<file path="config.mk">
export PLATFORM = sky130hd
export DESIGN_NAME = dram_bank_tracker
export DESIGN_NICKNAME = d
export VERILOG_FILES = /design/src/rtl/bank_trk_pkg.sv /design/src/rtl/bank_cmd_decode.sv /design/src/rtl/bank_slot.sv /design/src/rtl/bank_refresh_watch.sv /design/src/rtl/dram_bank_tracker.sv
export SDC_FILE = /design/constraint.sdc
export NUM_CORES = 1
export LEC_CHECK = 0
export ABC_AREA = 0
export CAP_MARGIN = 25
export CORE_MARGIN = 5
export CORE_UTILIZATION = 40
export CTS_CLUSTER_SIZE = 16
export DETAILED_ROUTE_END_ITERATION = 16
export GPL_ROUTABILITY_DRIVEN = 0
export GPL_TIMING_DRIVEN = 0
export PLACE_DENSITY_LB_ADDON = 0.05
export SETUP_SLACK_MARGIN = 0.2
export SYNTH_ARGS = -nofsm -noshare
export SYNTH_HDL_FRONTEND = slang
export SYNTH_SLANG_ARGS = --single-unit
</file>
<file path="constraint.sdc">
create_clock -name clk -period 2.45 [get_ports clk]
set_clock_uncertainty 0.05 [all_clocks]
set_input_delay 0.245 -clock clk [delete_from_list [all_inputs] [get_ports clk]]
set_output_delay 0.245 -clock clk [all_outputs]
set_load 0.02 [all_outputs]
</file>
<file path="src/rtl/bank_trk_pkg.sv">
package bank_trk_pkg;

   typedef enum logic [3:0] {
      OP_MRS  = 4'd0,
      OP_REF  = 4'd1,
      OP_PRE  = 4'd2,
      OP_ACT  = 4'd3,
      OP_WR   = 4'd4,
      OP_RD   = 4'd5,
      OP_ZQ   = 4'd6,
      OP_NOP  = 4'd7,
      OP_HOLD = 4'd8
   } bank_op_e;

   localparam int ERR_RW_NOT_READY = 0;
   localparam int ERR_ACT_BUSY     = 1;
   localparam int ERR_REF_BUSY     = 2;
   localparam int ERR_RD_RECOVERY  = 3;
   localparam int ERR_ACT_EARLY    = 4;
   localparam int ERR_REF_LATE     = 5;
   localparam int ERR_W            = 6;

endpackage

</file>
<file path="src/rtl/bank_cmd_decode.sv">
module bank_cmd_decode
   import bank_trk_pkg::*;
(
   input  logic     pin_reset_n,
   input  logic     pin_cke,
   input  logic     pin_cs_n,
   input  logic     pin_ras_n,
   input  logic     pin_cas_n,
   input  logic     pin_we_n,
   output bank_op_e op
);

   logic [5:0] code;
   assign code = {~pin_reset_n, ~pin_cke, pin_cs_n, pin_ras_n, pin_cas_n, pin_we_n};

   always_comb begin
      if (code[5:4] != 2'b00) begin
         op = OP_HOLD;
      end else if (code[3]) begin
         op = OP_NOP;
      end else begin
         case (code[2:0])
            3'b011:  op = OP_ACT;
            3'b101:  op = OP_RD;
            3'b100:  op = OP_WR;
            3'b010:  op = OP_PRE;
            3'b001:  op = OP_REF;
            3'b000:  op = OP_MRS;
            3'b110:  op = OP_ZQ;
            default: op = OP_NOP;
         endcase
      end
   end

endmodule

</file>
<file path="src/rtl/bank_slot.sv">
module bank_slot
   import bank_trk_pkg::*;
#(
   parameter int PRE_BITS = 6,
   parameter int ROW_W    = 15,
   parameter int WR_RECOV = 11
) (
   input  logic             clk,
   input  logic             rst,
   input  bank_op_e         op,
   input  logic             hit,
   input  logic             pre_all,
   input  logic [ROW_W-1:0] row_in,
   output logic             open_o,
   output logic             ready_o,
   output logic             idle_o,
   output logic [ROW_W-1:0] row_o,
   output logic             e_rw,
   output logic             e_act,
   output logic             e_ref,
   output logic             e_rdrec
);

   localparam int WC_W = $clog2(WR_RECOV + 1);
   localparam logic [PRE_BITS-1:0] FULL = {PRE_BITS{1'b1}};
   localparam logic [WC_W-1:0] WC_LOAD = WC_W'(WR_RECOV - 1);

   if (PRE_BITS < 2) begin : g_bad_pre
      $error("bank_slot: PRE_BITS must be at least 2");
   end
   if (WR_RECOV < 1) begin : g_bad_wr
      $error("bank_slot: WR_RECOV must be at least 1");
   end

   logic [PRE_BITS-1:0] st_q, st_d, st_tick;
   logic [ROW_W-1:0]    row_q;
   logic [WC_W-1:0]     wc_q, wc_d;

   assign st_tick = {st_q[PRE_BITS-2:0], st_q[0]};

   always_comb begin
      st_d    = st_q;
      wc_d    = (wc_q != '0) ? wc_q - 1'b1 : wc_q;
      e_rw    = 1'b0;
      e_act   = 1'b0;
      e_ref   = 1'b0;
      e_rdrec = 1'b0;
      case (op)
         OP_ACT: begin
            if (hit) begin
               e_act = (st_q != '0);
               st_d  = PRE_BITS'(1);
            end else begin
               st_d = st_tick;
            end
         end
         OP_RD: begin
            if (hit) begin
               e_rw    = (st_q != FULL);
               e_rdrec = (wc_q != '0);
            end else begin
               st_d = st_tick;
            end
         end
         OP_WR: begin
            if (hit) begin
               e_rw = (st_q != FULL);
               wc_d = WC_LOAD;
            end else begin
               st_d = st_tick;
            end
         end
         OP_PRE: begin
            if (hit || pre_all) st_d = {st_q[PRE_BITS-1:1], 1'b0};
            else                st_d = st_tick;
         end
         OP_REF:  e_ref = (st_q != '0);
         OP_NOP:  st_d = st_tick;
         default: st_d = st_q;
      endcase
   end

   always_ff @(posedge clk) begin
      if (rst) begin
         st_q  <= '0;
         row_q <= '0;
         wc_q  <= '0;
      end else begin
         st_q <= st_d;
         wc_q <= wc_d;
         if (op == OP_ACT && hit) row_q <= row_in;
      end
   end

   assign open_o  = st_q[0];
   assign ready_o = (st_q == FULL);
   assign idle_o  = (st_q == '0);
   assign row_o   = row_q;


   act_load_chk: assert property (@(posedge clk) disable iff (rst)
      (op == OP_ACT && hit) |=> (row_o == $past(row_in) && open_o && !ready_o && !idle_o));


   ready_rise_chk: assert property (@(posedge clk) disable iff (rst)
      $rose(ready_o) |-> $past(open_o));


   wr_recov_load_chk: assert property (@(posedge clk) disable iff (rst)
      (op == OP_WR && hit) |=> (wc_q == WC_LOAD));


   hold_chk: assert property (@(posedge clk) disable iff (rst)
      (op == OP_HOLD) |=> ($stable(open_o) && $stable(ready_o) && $stable(row_o)));

endmodule

</file>
<file path="src/rtl/bank_refresh_watch.sv">
module bank_refresh_watch
   import bank_trk_pkg::*;
#(
   parameter int RFC_CLKS  = 64,
   parameter int REFI_CLKS = 1560
) (
   input  logic     clk,
   input  logic     rst,
   input  bank_op_e op,
   output logic     e_early,
   output logic     e_late
);

   localparam int CNT_MAX = REFI_CLKS + 1;
   localparam int CNT_W   = $clog2(CNT_MAX + 1);

   if (RFC_CLKS >= REFI_CLKS) begin : g_bad_window
      $error("bank_refresh_watch: RFC_CLKS must be below REFI_CLKS");
   end

   logic [CNT_W-1:0] since_q;
   logic             seen_q;

   always_ff @(posedge clk) begin
      if (rst) begin
         since_q <= '0;
         seen_q  <= 1'b0;
      end else if (op == OP_REF) begin
         since_q <= CNT_W'(1);
         seen_q  <= 1'b1;
      end else if (since_q < CNT_W'(CNT_MAX)) begin
         since_q <= since_q + 1'b1;
      end
   end

   assign e_early = seen_q && (op == OP_ACT) && (since_q < CNT_W'(RFC_CLKS));
   assign e_late  = seen_q && (op != OP_REF) && (since_q > CNT_W'(REFI_CLKS));


   ref_restart_chk: assert property (@(posedge clk) disable iff (rst)
      (op == OP_REF) |=> (since_q == CNT_W'(1) && seen_q));


   late_armed_chk: assert property (@(posedge clk) disable iff (rst)
      e_late |-> (seen_q && since_q == CNT_W'(CNT_MAX)));

endmodule

</file>
<file path="src/rtl/dram_bank_tracker.sv">
module dram_bank_tracker
   import bank_trk_pkg::*;
#(
   parameter int NUM_BANKS = 8,
   parameter int BA_W      = 3,
   parameter int ROW_W     = 15,
   parameter int AP_BIT    = 10,
   parameter int PRE_BITS  = 6,
   parameter int WR_RECOV  = 11,
   parameter int RFC_CLKS  = 64,
   parameter int REFI_CLKS = 1560
) (
   input  logic                       clk,
   input  logic                       rst,
   input  logic                       mem_reset_n,
   input  logic                       mem_cke,
   input  logic                       mem_cs_n,
   input  logic                       mem_ras_n,
   input  logic                       mem_cas_n,
   input  logic                       mem_we_n,
   input  logic [BA_W-1:0]            mem_ba,
   input  logic [ROW_W-1:0]           mem_addr,
   output logic [NUM_BANKS-1:0]       bank_open,
   output logic [NUM_BANKS-1:0]       bank_ready,
   output logic [NUM_BANKS-1:0]       bank_idle,
   output logic [NUM_BANKS*ROW_W-1:0] open_row,
   output logic [ERR_W-1:0]           err_flags
);

   if (NUM_BANKS > (1 << BA_W)) begin : g_bad_banks
      $error("dram_bank_tracker: NUM_BANKS exceeds bank address range");
   end
   if (AP_BIT >= ROW_W) begin : g_bad_ap
      $error("dram_bank_tracker: AP_BIT outside address width");
   end

   bank_op_e op;
   logic [NUM_BANKS-1:0] e_rw, e_act, e_ref, e_rdrec;
   logic                 e_early, e_late;
   logic [ERR_W-1:0]     err_now, err_q;

   bank_cmd_decode u_dec (
      .pin_reset_n (mem_reset_n),
      .pin_cke     (mem_cke),
      .pin_cs_n    (mem_cs_n),
      .pin_ras_n   (mem_ras_n),
      .pin_cas_n   (mem_cas_n),
      .pin_we_n    (mem_we_n),
      .op          (op)
   );

   for (genvar b = 0; b < NUM_BANKS; b++) begin : g_bank
      bank_slot #(
         .PRE_BITS (PRE_BITS),
         .ROW_W    (ROW_W),
         .WR_RECOV (WR_RECOV)
      ) u_slot (
         .clk     (clk),
         .rst     (rst),
         .op      (op),
         .hit     (mem_ba == BA_W'(b)),
         .pre_all (mem_addr[AP_BIT]),
         .row_in  (mem_addr),
         .open_o  (bank_open[b]),
         .ready_o (bank_ready[b]),
         .idle_o  (bank_idle[b]),
         .row_o   (open_row[b*ROW_W +: ROW_W]),
         .e_rw    (e_rw[b]),
         .e_act   (e_act[b]),
         .e_ref   (e_ref[b]),
         .e_rdrec (e_rdrec[b])
      );
   end

   bank_refresh_watch #(
      .RFC_CLKS  (RFC_CLKS),
      .REFI_CLKS (REFI_CLKS)
   ) u_ref (
      .clk     (clk),
      .rst     (rst),
      .op      (op),
      .e_early (e_early),
      .e_late  (e_late)
   );

   always_comb begin
      err_now                   = '0;
      err_now[ERR_RW_NOT_READY] = |e_rw;
      err_now[ERR_ACT_BUSY]     = |e_act;
      err_now[ERR_REF_BUSY]     = |e_ref;
      err_now[ERR_RD_RECOVERY]  = |e_rdrec;
      err_now[ERR_ACT_EARLY]    = e_early;
      err_now[ERR_REF_LATE]     = e_late;
   end

   always_ff @(posedge clk) begin
      if (rst) err_q <= '0;
      else     err_q <= err_q | err_now;
   end

   assign err_flags = err_q;


   sticky_err_chk: assert property (@(posedge clk) disable iff (rst)
      ((err_flags & $past(err_flags)) == $past(err_flags)));


   ref_busy_chk: assert property (@(posedge clk) disable iff (rst)
      (op == OP_REF && bank_idle != {NUM_BANKS{1'b1}}) |=> err_flags[ERR_REF_BUSY]);

endmodule

</file>
## After elaboration in Yosys (flattened, before gate mapping)

Cells that the tools add are included.

- $add $sub $neg: 9
- Order comparisons: 3
- Equality and inequality tests: 68
- Multiplexer cells: 117
- Bitwise operators: 5
- Reduce and logical (&&, ||, !) cells: 72

Operators by type and width:

| cell | count |
|---|---|
| 6-bit one-hot mux with 4 select lines | 8 |
| 6-bit 2-to-1 mux | 24 |
| 4-bit 2-to-1 mux | 26 |
| 1-bit 2-to-1 mux | 58 |
| 6-bit == test (second input constant) | 8 |
| 6-bit logical NOT | 8 |
| 6-bit inequality test (second input constant) | 8 |
| 6-bit nonzero test | 8 |
| 5-bit AND reduction | 8 |
| 4-bit nonzero test | 9 |
| 2-bit by 1-bit inequality test with 1-bit output (second input constant) | 16 |
| 2-bit inequality test (second input constant) | 16 |
| 8-bit OR reduction | 4 |
| 4-bit by 1-bit subtractor with 4-bit output (second input constant) | 8 |
| 3-bit AND reduction | 8 |
| 3-bit == test (second input constant) | 7 |
| 3-bit one-hot mux with 7 select lines | 1 |
| 3-bit by 2-bit == test with 1-bit output (second input constant) | 4 |
| 4-bit by 3-bit == test with 1-bit output (second input constant) | 3 |
| 1-bit logical AND | 12 |
| 11-bit by 1-bit adder with 11-bit output (second input constant) | 1 |
| 11-bit greater-than comparator (second input constant) | 1 |
| 11-bit less-than comparator (second input constant) | 1 |
| 11-bit by 7-bit less-than comparator with 1-bit output (second input constant) | 1 |
| 10 further kinds | 26 |

- Register bits after elaboration: 218
- Logic and storage cells: 310

## Longest topological paths before layout

Gate-level depths: netlist of the first run.

- Depth after elaboration: 9
- Depth in mapped cells: 7
- Gate-level depth less buffers: 7

## Cells and area by module

Synthesis of the first run repeated with hierarchy kept, for this count alone.

- Cells, all modules: 1214
- Area, all modules: 10533.9 um^2

Modules (own cells, without submodules):

| module | times used | cells an instance | area an instance (um^2) | seq. area each (um^2) |
|---|---|---|---|---|
| bank_slot (g_bank[0].u_slot ...) | 7 | 137 | 1193.6 | 500.5 |
| bank_slot (g_bank[6].u_slot) | 1 | 138 | 1206.2 | 500.5 |
| bank_refresh_watch | 1 | 78 | 659.4 | 240.2 |
| dram_bank_tracker | 1 | 35 | 279.0 | 120.1 |
| bank_cmd_decode | 1 | 4 | 33.8 | 0.0 |

## Worst setup path after synthesis of the first run

Ideal clock, no wire load.

- Kind: register to register
- Start: reg g_bank[0].u_slot.wc_q[0]
- End: reg err_q[3], in the netlist err_flags[3]
- Arrival: 1.629 ns
- Required time: 2.268 ns
- Path slack: 0.638 ns
- Cell stages (with the launch flop): 8
- Buffers on the path: 0
- Period minus slack after synthesis: 1.812 ns
- Cell sequence: dfxtp_1 -> inv_1 -> ha_1 -> or3b_2 -> a22oi_1 -> o221ai_1 -> o311ai_1 -> a21oi_1

- Longest elaborated chain between the ends: 5

Ends and longest elaborated chain:

| item | RTL line | RTL |
|---|---|---|
| from (decl) | bank_slot.sv:37 | `logic [WC_W-1:0] wc_q, wc_d;` |
| from (signal assigned) | bank_slot.sv:90 | `wc_q <= wc_d;` |
| 4-bit nonzero test | bank_slot.sv:60 | `e_rdrec = (wc_q != '0);` |
| 1-bit 2-to-1 mux | bank_slot.sv:58 | `if (hit) begin` |
| 1-bit 2-to-1 mux | bank_slot.sv:48 | `case (op)` |
| 8-bit OR reduction | dram_bank_tracker.sv:91 | `err_now[ERR_RD_RECOVERY] = \|e_rdrec;` |
| 6-bit bitwise OR | dram_bank_tracker.sv:98 | `else err_q <= err_q \| err_now;` |
| to (signal assigned) | dram_bank_tracker.sv:98 |  |
| to (decl) | dram_bank_tracker.sv:40 | `logic [ERR_W-1:0] err_now, err_q;` |

Every way passes these cells.
A chain may end at the register's enable or synchronous reset.

## Final worst setup path of the first run

- Start: reg g_bank[4].u_slot.st_q[1]
- End: out bank_idle[4]

- Longest elaborated chain between the ends: 1

Ends and longest elaborated chain:

| item | RTL line | RTL |
|---|---|---|
| from (decl) | bank_slot.sv:35 | `logic [PRE_BITS-1:0] st_q, st_d, st_tick;` |
| from (signal assigned) | bank_slot.sv:89 | `st_q <= st_d;` |
| 6-bit logical NOT | bank_slot.sv:97 | `assign idle_o = (st_q == '0);` |
| to (decl) | dram_bank_tracker.sv:25 | `output logic [NUM_BANKS-1:0] bank_idle,` |

Every way passes these cells.

==> results.py, run 1 <==
metrics = {
    "worst_setup_path": {
        "reg2reg_depth": 7,
        "slowest_stage": "or4_4",
        "worstSetupStartpointType": "flip-flop",
        "end_kind": "output pin",
        "critPathMaxFanout": 3,
        "max_stage_delay_ps": 550,
        "r2r_slack_ps": 360,
        "r2r_end": "err_flags[3]$_SDFF_PP0_",
        "crit_required_ps": 2150,
        "worstSetupPathType": "flip-flop to output pin",
        "crit_chain": "or4_4 -> nor3_4 -> buf_4 -> buf_2",
        "timing.rr.start": "g_bank[0].u_slot.wc_q[0]$_SDFF_PP0_",
        "critical_path_arrival_ps": 1890,
    },
    "layout": {
        "fillers": 2404,
        "post-route-util_pct": 52.93,
        "seqCellArea_um2": 4374,
        "diodes": 0,
        "multi_input_area_um2": 4882,
        "nNetsFinal": 1413,
        "area_delta_synth_final_pct": 31.22,
        "fin_cells": 1718,
        "drive_above_1_share_pct": 13.27,
    },
    "synth": {
        "syn_area_per_cell_um2": 8.233,
        "netlist_area_um2": 9723,
        "synth_area_leaders": "dfxtp_1 (45%), nand2_1 (11%), a21oi_1 (8.2%), nand2b_1 (5.0%), mux2i_1 (4.2%)",
        "synthTopCellsByCount": "nand2_1 (285), dfxtp_1 (218), a21oi_1 (160), nand2b_1 (78), nor2_1 (52)",
        "ys.flop_type": "dfxtp_1",
        "synth_edf_count": 0,
        "yosysSeqAreaShare_pct": 44.88,
        "synth.top_cell.area_share_pct": 44.88,
        "synthCells": 1181,
        "synthMostInstantiatedCell": "nand2_1",
        "async_flop_share_pct": 0,
        "ys_types": 55,
        "netlist.top_cell.by_area": "dfxtp_1",
        "syn_nets": 1217,
        "yosysWarningCount": 0,
        "synth-seq-cells": 218,
    },
    "global_routing": {
        "grt_pass1_vias": 8596,
        "grt_first_pass_wirelength_um": 47760,
        "track_usage_pct": 21.31,
        "grt_overflow": 0,
        "grt_max_degree": 14,
        "grt_antenna_before_repair": 0,
    },
    "floorplanning": {
        "die_area_um2": 27530,
        "die_w_um": 165.9,
        "coreArea_um2": 24110,
        "initial_utilization_pct": 40.34,
        "fp-row-count": 57,
        "die_h_um": 165.9,
        "io_pins": 176,
    },
    "run_status": {
        "status": "finished, final reports clean",
    },
    "sta": {
        "slew_violations": 0,
        "hold_violations": 0,
        "rsz0062_at_grt": "no",
        "setup_ws_ps": 264.0,
        "finalSetupViolCount": 0,
        "tightest_slew_ps": 887.4,
        "max_freq_mhz": 457.5,
        "timing.final.crit_share_pct": 89.22,
        "slew_headroom_pct": 40.84,
        "period_minus_slack_ps": 2186,
    },
    "detailed_routing": {
        "wl_per_cell_um": 17.58,
        "drc": 0,
        "routed-via-count": 8649,
        "wirelength_um": 30200,
        "avgViaCountPerCell": 5.034,
        "drt_first_pass_iters": 5,
        "drt-initial-drc-count": 470,
        "drtAntennaViolNets": 0,
    },
    "cts": {
        "cts_root_buf": "clkbuf_16",
        "cts.path.max_buffers": 3,
        "clk_pin_slew_ps": 60,
        "h-tree-depth": 1,
        "hold_buffers": 0,
        "clk_latency_ps": 530,
        "cts_tree": "done",
        "cts_made_buffers": 26,
        "clock_sinks": 218,
    },
    "placement": {
        "post-dp-hpwl_um": 21960,
        "portBuffers": 158,
        "dpl.cell_count": 1664,
        "post-place-ws_ps": -201.1,
    },
    "worst_hold_path": {
        "whs_path_depth": 3,
        "min_to": "g_bank[0].u_slot.row_o[14]$_SDFFE_PP0P_",
        "hp-class": "input pin to flip-flop",
        "min_from": "mem_addr[14]",
    },
    "pwr": {
        "power_per_cell_area_nw_per_um2": 720.7,
        "p_leak_uw": 0.004480,
        "vdd_drop_max_v": 0.0004777,
    },
    "flow_run": {
        "maxCapViolations": 0,
    },
}
## per-stage QoR
stage	area (um^2)	power, uW	TNS, ps	hold slack [ps]
floorplan	9723	5070	0	404.1
global placement	11710	5364	-8807	384.5
detailed placement	11720	5391	-5400	394.2
CTS	12740	9255	0	1.670
global route	12760	9662	0	18.15
finish	12760	9195	0	22.73
## final cells by class
type,instances,share of cell area [%]
Clock inverter,9,0.8728
Buffer,94,4.207
Clock buffer,36,5.786
Inverter,22,0.6472
Multi-Input combinational cell,847,38.27
Tap cell,324,3.177
Sequential cell,218,34.28
Timing Repair Buffer,168,12.76
## where the power goes
group / internal [uW] / total, uW / switching (uW)
combinational: 646 / 1460 / 810
sequential: 3750 / 3910 / 154
clock: 2300 / 3830 / 1530
## state kept, by name, indices dropped and copies added, names as in the netlist
register	cells
g_bank.u_slot.row_o	120
g_bank.u_slot.st_q	48
g_bank.u_slot.wc_q	32
u_ref.since_q	11
err_flags	6
u_ref.seen_q	1
## metal layers
| layer | track usage (%) | wire length [um] |
|---|---|---|
| met1 | 28.61 | 14180 |
| met2 | 36.01 | 14170 |
| met3 | 3.904 | 1383 |
| met4 | 4.627 | 464 |
| met5 | 0 | 0 |
## worst max-delay path, delay by kind of cell, from the launching register on
family,cells,cell delay [ps]
buffers and inverters,2,280
DFF,1,320
and+or+nand+nor,2,760
## worst max-delay path by stage
| stage | start | to | slack [ps] |
|---|---|---|---|
| global route | g_bank[4].u_slot.st_q[1]$_SDFFE_PP0P_ | bank_idle[4] | 200 |
| floorplan | g_bank[0].u_slot.wc_q[0]$_SDFF_PP0_ | err_flags[3]$_SDFF_PP0_ | 640 |
| detailed placement | rst | g_bank[1].u_slot.wc_q[1]$_SDFF_PP0_ | -200 |
| CTS | g_bank[3].u_slot.st_q[1]$_SDFFE_PP0P_ | bank_idle[3] | 130 |
| finish | g_bank[4].u_slot.st_q[1]$_SDFFE_PP0P_ | bank_idle[4] | 260 |
| global placement | mem_ba[2] | g_bank[0].u_slot.row_o[11]$_SDFFE_PP0P_ | -280 |
## cell usage in the layout, fill, tap and decap left out, types with 5 or more instances in the layout
master and n:
clkdlybuf4s50_1 142, nand2_1 285, o22ai_1 16, a21oi_1 160
buf_4 52, clkbuf_1 39, nand3b_1 15, dlymetal6s2s_1 5
a21oi_4 8, nand4_1 10, xnor2_1 17, or3_1 10
clkbuf_16 26, buf_2 25, nor2_4 8, ha_1 10
nand3_1 6, nor3_1 25, dfxtp_2 8, or4_4 8
clkbuf_8 5, dfxtp_1 210, nor3b_1 7, mux2i_1 41
nand2b_1 78, nor2_1 48, inv_1 22, nand2_2 5
o21ai_0 19, nor3_4 8, a211oi_1 5
## cell families after synthesis
logic type | Yosys count | synth area share, %
adder cells (fa/ha/maj) | 10 | 1.287
flip-flops | 218 | 44.88
buffers and inverters | 116 | 6.370
XOR/XNOR | 17 | 1.531
multiplexers | 44 | 4.568
AO/OA/AOI/OAI | 229 | 13.64
AND/OR/NAND/NOR | 547 | 27.72
## what timing repair did
action                     4_1_cts  5_1_grt
pin swaps                        8        4
buffers inserted                 9        0
gates resized for setup         70       10
setup endpoints to repair       17       17
Power figures use the tool's default switching activity.
==> inputs of run 2 (changes only) <==
HOLD_SLACK_MARGIN = 0.12   (was not set)
==> run 2 against run 1 <==
  * Cell count is 0.76% higher
  * Die area stayed put
  * Sequential share of layout area is 0.35 points lower
  * Count of clock-buffer cells in the layout stayed put
  * Largest power group unchanged
  * Non-clock buffer count is 13 higher
  * Hold slack better by 110 ps
==> results.py, run 2 (synthesized netlist as in run 1, its figures left out) <==
metrics = {
    "worst_setup_path": {
        "timing.rr.start": "g_bank[0].u_slot.wc_q[0]$_SDFF_PP0_",
        "max_stage_delay_ps": 550,
        "critical_path_arrival_ps": 1890,
        "end_kind": "output pin",
        "worstSetupStartpointType": "flip-flop",
        "worstSetupPathType": "flip-flop to output pin",
        "crit_chain": "or4_4 -> nor3_4 -> buf_4 -> buf_2",
        "critPathMaxFanout": 3,
        "crit_required_ps": 2150,
        "slowest_stage": "or4_4",
        "cp-startpoint": "g_bank[4].u_slot.st_q[1]$_SDFFE_PP0P_",
    },
    "layout": {
        "area_delta_synth_final_pct": 32.56,
        "final_cell_mix": "nand2_1 (285), dfxtp_1 (210), a21oi_1 (160)",
        "drive_above_1_share_pct": 13.15,
        "diodes": 0,
        "post-route-util_pct": 53.47,
        "layout_commonest_cell": "nand2_1",
        "fillers": 2393,
        "nNetsFinal": 1426,
        "largest_reg_flops": 120,
    },
    "sta": {
        "slew_headroom_pct": 41.63,
        "max_freq_mhz": 457.2,
        "finalSetupViolCount": 0,
        "hold_violations": 0,
        "setup_ws_ps": 262.6,
        "worst_hold_slack_ps": 131.6,
        "slew_violations": 0,
        "tns_ps": 0,
        "period_minus_slack_ps": 2187,
        "rsz0062_at_grt": "no",
        "tightest_slew_ps": 875.6,
        "timing.final.crit_share_pct": 89.28,
    },
    "global_routing": {
        "track_usage_pct": 21.40,
        "grt_antenna_before_repair": 0,
        "grt_pass1_vias": 8661,
        "grt_overflow": 0,
        "grt_max_degree": 14,
        "grt_first_pass_wirelength_um": 48000,
    },
    "detailed_routing": {
        "wl_per_cell_um": 17.49,
        "wirelength_um": 30280,
        "drtAntennaViolNets": 0,
        "drt_first_pass_iters": 4,
        "routed-via-count": 8728,
        "drt-initial-drc-count": 441,
        "drc": 0,
        "avgViaCountPerCell": 5.042,
    },
    "floorplanning": {
        "die_h_um": 165.9,
        "coreArea_um2": 24110,
        "initial_utilization_pct": 40.34,
        "die_area_um2": 27530,
        "die_w_um": 165.9,
        "fp-row-count": 57,
        "io_pins": 176,
    },
    "cts": {
        "h-tree-depth": 1,
        "cts.path.max_buffers": 3,
        "cts_made_buffers": 26,
        "clk_latency_ps": 530,
        "clk_pin_slew_ps": 60,
        "clock_sinks": 218,
        "cts_tree": "done",
        "cts_root_buf": "clkbuf_16",
    },
    "pwr": {
        "p_leak_uw": 0.004535,
        "vdd_drop_max_v": 0.0004861,
        "power_per_cell_area_nw_per_um2": 715.0,
    },
    "placement": {
        "post-dp-hpwl_um": 21960,
        "post-place-ws_ps": -201.1,
        "portBuffers": 158,
    },
    "flow_run": {
        "maxCapViolations": 0,
    },
    "worst_hold_path": {
        "min_from": "mem_addr[0]",
        "hp-class": "input pin to flip-flop",
    },
    "run_status": {
        "status": "finished, final reports clean",
    },
}
[run 2: changes by cell type in the layout (fill, tap and decap cells not counted)]
cell / before / now
dlygate4sd3_1: 0 / 13
[run 2: worst paths after layout]
path,end,slack (ps),cells after the start
worst max register to register,err_flags[3]$_SDFF_PP0_,360,7
worst min register to register,err_flags[3]$_SDFF_PP0_,400,2
worst max-delay path,bank_idle[4],260,4
worst min-delay path,g_bank[7].u_slot.row_o[0]$_SDFFE_PP0P_,130,3
[run 2: metrics by stage]
step	instance area [um^2]	std cells	power (uW)
after floorplan	9723	1181	5070
after global placement	11710	1663	5364
after detailed placement	11720	1664	5391
after CTS	12870	1731	9272
after global routing	12890	1731	9680
final	12890	1731	9215
[run 2: final cells by class]
cell class              instances  area [um^2]  share of cell area [%]
multi-input cells             847         4882                   37.88
clock buffers                  36        738.2                   5.728
clock inverters                 9        111.4                  0.8640
plain buffers                  94        536.8                   4.165
flip-flops and latches        218         4374                   33.94
well taps                     324        405.4                   3.145
repair buffers                181         1758                   13.64
inverters                      22        82.58                  0.6407
[run 2: worst max-delay path, delay by kind of cell (launching register included)]
kind	cells	cell delay, ps
simple gates	2	760
flops	1	320
buf+inv	2	280
[run 2: power by group]
part / switching, uW / internal [uW]
logic: 814 / 660
clock network: 1530 / 2300
registers: 153 / 3750
total: 2500 / 6720
[run 2: per-layer routing]
metal  routed length, um  share of wire (%)  global-route usage, %
met4                 479                1.6                  4.663
met1               14210                 47                  28.83
met2               14200                 47                  36.17
met5                   0                  0                      0
met3                1393                4.6                  3.761
[run 2: repair_timing]
| item | in CTS | in global routing |
|---|---|---|
| setup endpoints to repair | 17 | 17 |
| gates resized for setup | 70 | 10 |
| hold buffers | 13 | 0 |
| hold endpoints to repair | 103 | 0 |
| pin swaps | 8 | 4 |
| buffers inserted | 9 | 0 |
